## src/rtl/pc_eval_pipe.sv

```systemverilog
module pc_eval_pipe #(
  parameter int K = 4,
  parameter int W = 8
) (
  input  logic         clk,
  input  logic         rst_n,
  input  logic [W-1:0] src_t,
  input  logic [W-1:0] src_f,
  output logic         src_ack,
  output logic [W-1:0] snk_t,
  output logic [W-1:0] snk_f,
  output logic         snk_done,
  input  logic         snk_ack
);

  for (genvar n = 0; n < K; n++) begin : stg
    logic [W-1:0] t_q, f_q;
    logic         c_q;
    logic [W-1:0] in_t, in_f;
    logic         pre;

    if (n == 0) begin : g_first
      assign in_t = src_t;
      assign in_f = src_f;
    end else begin : g_mid
      assign in_t = stg[n-1].t_q;
      assign in_f = stg[n-1].f_q;
    end

    if (n == K-1) begin : g_last
      assign pre = snk_ack;
    end else begin : g_ctl
      assign pre = stg[n+1].c_q;
    end

    always_ff @(posedge clk or negedge rst_n) begin
      if (!rst_n) begin
        t_q <= '0;
        f_q <= '0;
      end else if (pre) begin
        t_q <= '0;
        f_q <= '0;
      end else begin
        t_q <= t_q | in_t;
        f_q <= f_q | in_f;
      end
    end

    always_ff @(posedge clk or negedge rst_n) begin
      if (!rst_n)
        c_q <= 1'b0;
      else if (&(t_q | f_q))
        c_q <= 1'b1;
      else if ((t_q | f_q) == '0)
        c_q <= 1'b0;
    end
  end

  assign src_ack  = stg[0].c_q;
  assign snk_t    = stg[K-1].t_q;
  assign snk_f    = stg[K-1].f_q;
  assign snk_done = stg[K-1].c_q;

endmodule


```

## config.mk

```make
export PLATFORM = sky130hd
export DESIGN_NAME = pc_eval_pipe
export DESIGN_NICKNAME = d
export VERILOG_FILES = /design/src/rtl/pc_eval_pipe.sv
export SDC_FILE = /design/constraint.sdc
export NUM_CORES = 1
export LEC_CHECK = 0
export CAP_MARGIN = 10
export CORE_MARGIN = 2
export CORE_UTILIZATION = 49
export CTS_BUF_LIST = sky130_fd_sc_hd__clkbuf_4 sky130_fd_sc_hd__clkbuf_8
export DETAILED_ROUTE_END_ITERATION = 8
export PLACE_DENSITY_LB_ADDON = 0.1
export SYNTH_ARGS = -nofsm -noshare
export SYNTH_HDL_FRONTEND = slang
export SYNTH_SLANG_ARGS = --single-unit
```

## constraint.sdc

```tcl
create_clock -name clk -period 2.9 [get_ports clk]
set_input_delay 0.58 -clock clk [delete_from_list [all_inputs] [get_ports clk]]
set_output_delay 0.58 -clock clk [all_outputs]
set_load 0.02 [all_outputs]
```

Word-level counts from Yosys, hierarchy flattened
Index checks and enable logic that the tools add are counted.
{"block": "totals", "register_bits": 68, "inputBits": 19, "out_inout_bits": 18}
{"block": "classes", "n_bitwise": 12, "n_reduce_logical": 12, "n_mux": 16}
{"op": "8-bit OR", "n": 12}
{"op": "8-bit two-way mux", "n": 8}
{"op": "8-bit zero test", "n": 4}
{"op": "8-bit AND reduction", "n": 4}
{"op": "1-bit two-way mux", "n": 8}
{"op": "2-bit nonzero test", "n": 4}

Depth between registers and ports, before layout
Gate-level depths: netlist of the first run.
{"block": "logic_depth", "depth_word": 4, "depth_mapped": 3, "mapped_depth_nobuf": 3}

Worst setup path after synthesis of the first run
OpenSTA, ideal clock, no wires.
{"block": "synth_timing", "path_kind": "input to register", "startpoint": "input snk_ack", "endpoint": "register stg[3].f_q[0] (netlist: snk_f[0])", "stages": 3, "t_required_ns": 2.779, "setup_ns": 0.121, "arrival_time_ns": 1.030, "path_slack_ns": 1.749, "path_cell_list": "clkbuf_1 buf_2 nor2_1"}
{"block": "synth_via", "elab_chain_cells": 1}
{"item": "start: declaration", "line_no": "13", "text": "input logic snk_ack"}
{"item": "8-bit two-way mux", "line_no": "40", "text": "end else if (pre) begin"}
{"item": "end signal: assignment", "line_no": "45", "text": "f_q <= f_q | in_f;"}
{"item": "end: declaration", "line_no": "17", "text": "logic [W-1:0] t_q, f_q;"}
No other way between the ends.
A chain may end at the register's enable or synchronous reset.

Final worst setup path of the first run
{"block": "layout_timing", "startpoint": "register stg[3].c_q (netlist: snk_done)", "endpoint": "output snk_done"}
{"item": "start: declaration", "line_no": "18", "text": "logic c_q;"}
{"item": "start signal: assignment", "line_no": "51", "text": "c_q <= 1'b0;"}
{"item": "start signal: assignment", "line_no": "53", "text": "c_q <= 1'b1;"}
{"item": "start signal: assignment", "line_no": "55", "text": "c_q <= 1'b0;"}
{"item": "end: declaration", "line_no": "12", "text": "output logic snk_done,"}
No word-level cell between the ends.

==> results.json, run 1 <==
{
  "sw_frac_of_total_pct": 34.24,
  "power.density_nw_per_um2": 977.1,
  "synthToLayoutAreaGrowth_pct": 24.48,
  "setup_ws_ps": 567.6,
  "n_fill_cell": 446,
  "gp_congestion": 0.7143,
  "cp_slowest_stage_delay_ps": 710,
  "ctsHoldBuffers": 0,
  "cp_num_buf_inv": 1,
  "drtAntennaViolNets": 0,
  "drc": 0,
  "yosysSeqAreaShare_pct": 66.05,
  "synthDistinctLibCells": 9,
  "cts-root-buf": "clkbuf_8",
  "setup_tns_ps": 0,
  "grt_pass1_wl_mm": 8.742,
  "die_y_um": 76.51,
  "max_freq_mhz": 428.8,
  "cts_buffers": 9,
  "holdWs_ps": 247.2,
  "via_per_inst": 5.149,
  "netSwitchingPower_w": 0.001073,
  "ys_seq_elements": 68,
  "hold_viol": 0,
  "grt_pass1_vias": 1815,
  "vias": 1869,
  "overflow": 0,
  "finalMaxSlewViolations": 0,
  "status": "finished, final reports clean",
  "syn_area_um2": 2576,
  "placeableCoreArea_um2": 5075,
  "ys.warnings.count": 0,
  "p_int_w": 0.002061,
  "post_cts_resized": 0,
  "chipWidth_um": 76.51,
  "crit_path_start_kind": "flop",
  "path_max_fanout": 18,
  "pin_count": 37,
  "drtIter0Drc": 122,
  "cp-end-kind": "output port",
  "htree_levels": 3,
  "reg2reg_slack_ps": 1700,
  "diodes": 0,
  "wirelength_mm": 5.040,
  "path_delay_family": "buffers and inverters",
  "power_frac_seq_pct": 52.0,
  "cts_tree": "yes",
  "min_period_ps": 2332,
  "fp.dieArea_um2": 5854,
  "leakage_nw": 1.355,
  "post-place-ws_ps": 908.7,
  "initial_core_util_pct": 50.76,
  "firstDrtPassIters": 5,
  "cts.path.max_buffers": 2,
  "io_buffers": 36,
  "power.share.clock_pct": 25.1,
  "drive_above_1_share_pct": 10.24,
  "avgSynthCellArea_um2": 10.39,
  "clock_skew_ps": 5.581,
  "irDropWorstVdd_v": 0.0004082,
  "slew_headroom_pct": 60.78,
  "crit_slowest_cell": "clkdlybuf4s50_1",
  "crit_arrival_ps": 1750,
  "dpl.hpwl_mm": 3.506,
  "comb_power_share_pct": 23.0,
  "synth_fp_nets": 267,
  "hold_class": "in2async",
  "final_area_um2": 3207,
  "wire_per_inst_um": 13.88,
  "cts_setup_buffers": 0,
  "tightest_slew_ps": 586.5,
  "fin_nets": 307,
  "dpl-instance-area_um2": 3000,
  "rsz0062_at_grt": "false",
  "clkTransAtPathRegs_ps": 70,
  "grt_usage_pct": 19.37,
  "synth_cells": 248,
  "clkLatencyLatePin_ps": 340,
  "path_class": "reg2out",
  "row_count": 26,
  "worstPathCellList": "clkdlybuf4s50_1",
  "required_ps": 2320,
  "cap_violations": 0,
  "setup_viol": 0,
  "clock_sinks": 68,
  "min_period_over_period_pct": 80.43,
  "grt_max_degree": 69,
  "antenna_found_initial": 0
}
## cells in the final DEF (no fill, tap or decap), drive strengths merged
master         instances
nor2                 128
nand4                  4
bufinv                 1
o22ai                 16
a21o                   4
buf                    2
clkbuf                12
dfrtp                 68
nor4                  20
clkinv                 2
clkinvlp               1
clkdlybuf4s50         35
## cell usage after synthesis
cell | n | area (um2)
a21o_1 | 4 | 30.03
o22ai_1 | 16 | 100.1
nand4_1 | 4 | 25.02
clkbuf_1 | 1 | 3.750
buf_2 | 7 | 35.03
nor4_2 | 12 | 150.1
nor4_1 | 8 | 50.05
dfrtp_1 | 68 | 1702
nor2_1 | 128 | 480.5
## path summary, 6_finish.rpt
path | endpoint | cells past startpoint | start
max | snk_done | 1 | snk_done$_DFFE_PN0P_
min | snk_f[2]$_DFF_PN0_ | 2 | rst_n
max reg2reg | stg[0].pre$_DFFE_PN0P_ | 3 | stg[1].f_q[3]$_DFF_PN0_
min reg2reg | src_ack$_DFFE_PN0P_ | 1 | src_ack$_DFFE_PN0P_
max in group asynchronous | stg[1].t_q[7]$_DFF_PN0_ | 2 | rst_n
min in group clk | src_ack$_DFFE_PN0P_ | 1 | src_ack$_DFFE_PN0P_
## power groups by stage
stage / registers (W) / logic (W) / clock network [W]
6_report: 0.00163 / 0.000719 / 0.000785
2_1_floorplan: 0.00159 / 0.000438 / 0
5_1_grt: 0.00169 / 0.000805 / 0.000853
3_3_place_gp: 0.00164 / 0.000708 / 0
4_1_cts: 0.00163 / 0.000735 / 0.000806
3_5_place_dp: 0.00165 / 0.000732 / 0
## sequential cells by signal, indices dropped and copies added, names as in the netlist
signal,flops
stg.t_q,24
snk_t,8
snk_done,1
stg.f_q,24
snk_f,8
stg.pre,2
src_ack,1
## per-layer routing
metal	global-route usage, %	wire length (um)
met5	0	0
met4	6.727	82
met3	6.872	234
met2	30.44	2406
met1	25.10	2317
## kinds of logic after synthesis
group,synth area share (%)
AND/OR/NAND/NOR,27.39
flip-flops,66.05
AO/OA/AOI/OAI,5.051
buffers and inverters,1.505
## final cells by class
cell class | count | area (um2) | share of cell area [%]
Sequential cell | 68 | 1702 | 53.06
Multi-Input combinational cell | 172 | 835.8 | 26.06
Timing Repair Buffer | 37 | 375.4 | 11.71
Clock buffer | 12 | 158.9 | 4.955
Tap cell | 70 | 87.58 | 2.731
Clock inverter | 4 | 47.55 | 1.483
## stage by stage
step | utilization, % | std cells | total power (W)
floorplan | - | 248 | 0.002024
CTS | 63.19 | 363 | 0.003172
finish | 63.19 | 363 | 0.003133
detailed placement | 59.12 | 347 | 0.002379
global placement | 59.12 | 347 | 0.002345
global route | 63.19 | 363 | 0.003348
No activity file was read; power rests on OpenSTA's default activity.
==> inputs of run 2 (changes only) <==
clock period = 2 ns   (was 2.9 ns; I/O delays follow)
==> run 2 against run 1 <==
  * Setup slack lost 350 ps
  * Clock power rose by 25%
  * Die area is the same
  * Critical endpoint is now snk_t[5]
==> results.json, run 2 (synthesis gave the netlist of run 1 again) <==
{
  "status": "finished, final reports clean",
  "rsz0062_at_grt": "false",
  "cts_buffers": 9,
  "grt_pass1_wl_mm": 8.383,
  "cts_tree": "yes",
  "antenna_found_initial": 0,
  "fin_nets": 308,
  "setup_tns_ps": 0,
  "irDropWorstVdd_v": 0.0005951,
  "dpl.hpwl_mm": 3.422,
  "tightest_slew_ps": 556.8,
  "placeableCoreArea_um2": 5075,
  "cp-end-kind": "output port",
  "via_per_inst": 5.074,
  "crit_slowest_cell": "clkdlybuf4s50_1",
  "min_period_over_period_pct": 88.98,
  "drc": 0,
  "mostFrequentLayoutCell": "nor2_1",
  "cp_slowest_stage_delay_ps": 630,
  "final_cell_mix": "128 x nor2_1, 68 x dfrtp_1, 35 x clkdlybuf4s50_1",
  "clock_sinks": 68,
  "clkLatencyLatePin_ps": 330,
  "firstDrtPassIters": 4,
  "cts-root-buf": "clkbuf_8",
  "path_class": "reg2out",
  "leakage_nw": 1.350,
  "io_buffers": 36,
  "required_ps": 1600,
  "min_period_ps": 1780,
  "final_area_um2": 3184,
  "row_count": 26,
  "htree_levels": 3,
  "drtIter0Drc": 69,
  "vias": 1842,
  "drtAntennaViolNets": 0,
  "finalMaxSlewViolations": 0,
  "cts.path.max_buffers": 2,
  "drive_above_1_share_pct": 10.24,
  "grt_pass1_vias": 1797,
  "path_max_fanout": 4,
  "synthToLayoutAreaGrowth_pct": 23.60,
  "slew_headroom_pct": 62.77,
  "wirelength_mm": 4.895,
  "largest_registers": "stg.f_q (24), stg.t_q (24)",
  "die_y_um": 76.51,
  "cap_violations": 0,
  "grt_usage_pct": 18.58,
  "dpl-instance-area_um2": 3008,
  "initial_core_util_pct": 50.76,
  "gp_congestion": 0.6921,
  "wire_per_inst_um": 13.48,
  "overflow": 0,
  "multi_input_area_um2": 835.8,
  "cp_num_buf_inv": 1,
  "max_freq_mhz": 561.9,
  "n_fill_cell": 433,
  "post_cts_resized": 0,
  "hold_viol": 0,
  "clock_skew_ps": 4.038,
  "ctsHoldBuffers": 0,
  "hold_class": "in2async",
  "path_delay_family": "buffers and inverters",
  "worstPathCellList": "clkdlybuf4s50_1",
  "diodes": 0,
  "setup_viol": 0,
  "layout.area.seq_um2": 1702,
  "grt_max_degree": 69,
  "clkTransAtPathRegs_ps": 60,
  "chipWidth_um": 76.51,
  "cts_setup_buffers": 0,
  "crit_path_start_kind": "flop",
  "power.density_nw_per_um2": 1381,
  "fp.dieArea_um2": 5854,
  "pin_count": 37,
  "crit_arrival_ps": 1380
}
run 2: stage by stage:
step	hold WS [ps]	power, W	util [%]	setup slack (ps)	cells
6_report	79.37	0.004396	62.75	220.3	363
5_1_grt	95.58	0.004693	62.75	183.0	363
4_1_cts	89.66	0.004452	62.75	206.3	363
3_5_place_dp	440.8	0.003454	59.27	495.3	348
3_3_place_gp	444.7	0.003408	59.27	541.2	348
2_1_floorplan	104.4	0.002935	-	863.2	248
run 2: path summary, 6_finish.rpt:
path	from	end	slack, ps	depth (start not counted)
worst max-delay path	snk_t[5]$_DFF_PN0_	snk_t[5]	220	1
worst min-delay path	rst_n	snk_f[2]$_DFF_PN0_	80	2
worst max register to register	snk_f[2]$_DFF_PN0_	snk_done$_DFFE_PN0P_	800	3
worst min register to register	src_ack$_DFFE_PN0P_	src_ack$_DFFE_PN0P_	490	1
max in group asynchronous	rst_n	stg[1].t_q[5]$_DFF_PN0_	1640	2
min in group clk	src_ack$_DFFE_PN0P_	src_ack$_DFFE_PN0P_	490	1
run 2: metal layers:
| metal | GRT usage, % | vias up | share of wire, % |
|---|---|---|---|
| met5 | 0 | - | 0 |
| met4 | 8.182 | 0 | 1.6 |
| met3 | 4.858 | 9 | 4.3 |
| met2 | 29.73 | 48 | 48 |
| met1 | 24.00 | 859 | 46 |
| li1 | - | 926 | - |
run 2: cell type report:
cell class / instances / share of cell area (%)
clock buffer: 13 / 5.226
tap: 70 / 2.750
multi-input combinational: 172 / 26.25
timing repair buffer: 38 / 12.02
sequential: 68 / 53.44
clock inverter: 2 / 0.3143
run 2: where the power goes:
| group | internal (W) | leakage, nW | switching, W |
|---|---|---|---|
| registers | 0.00178 | 0.808 | 0.000543 |
| logic | 0.000565 | 0.446 | 0.000527 |
| clock network | 0.000534 | 0.0961 | 0.000445 |
| total | 0.00288 | 1.35 | 0.00152 |
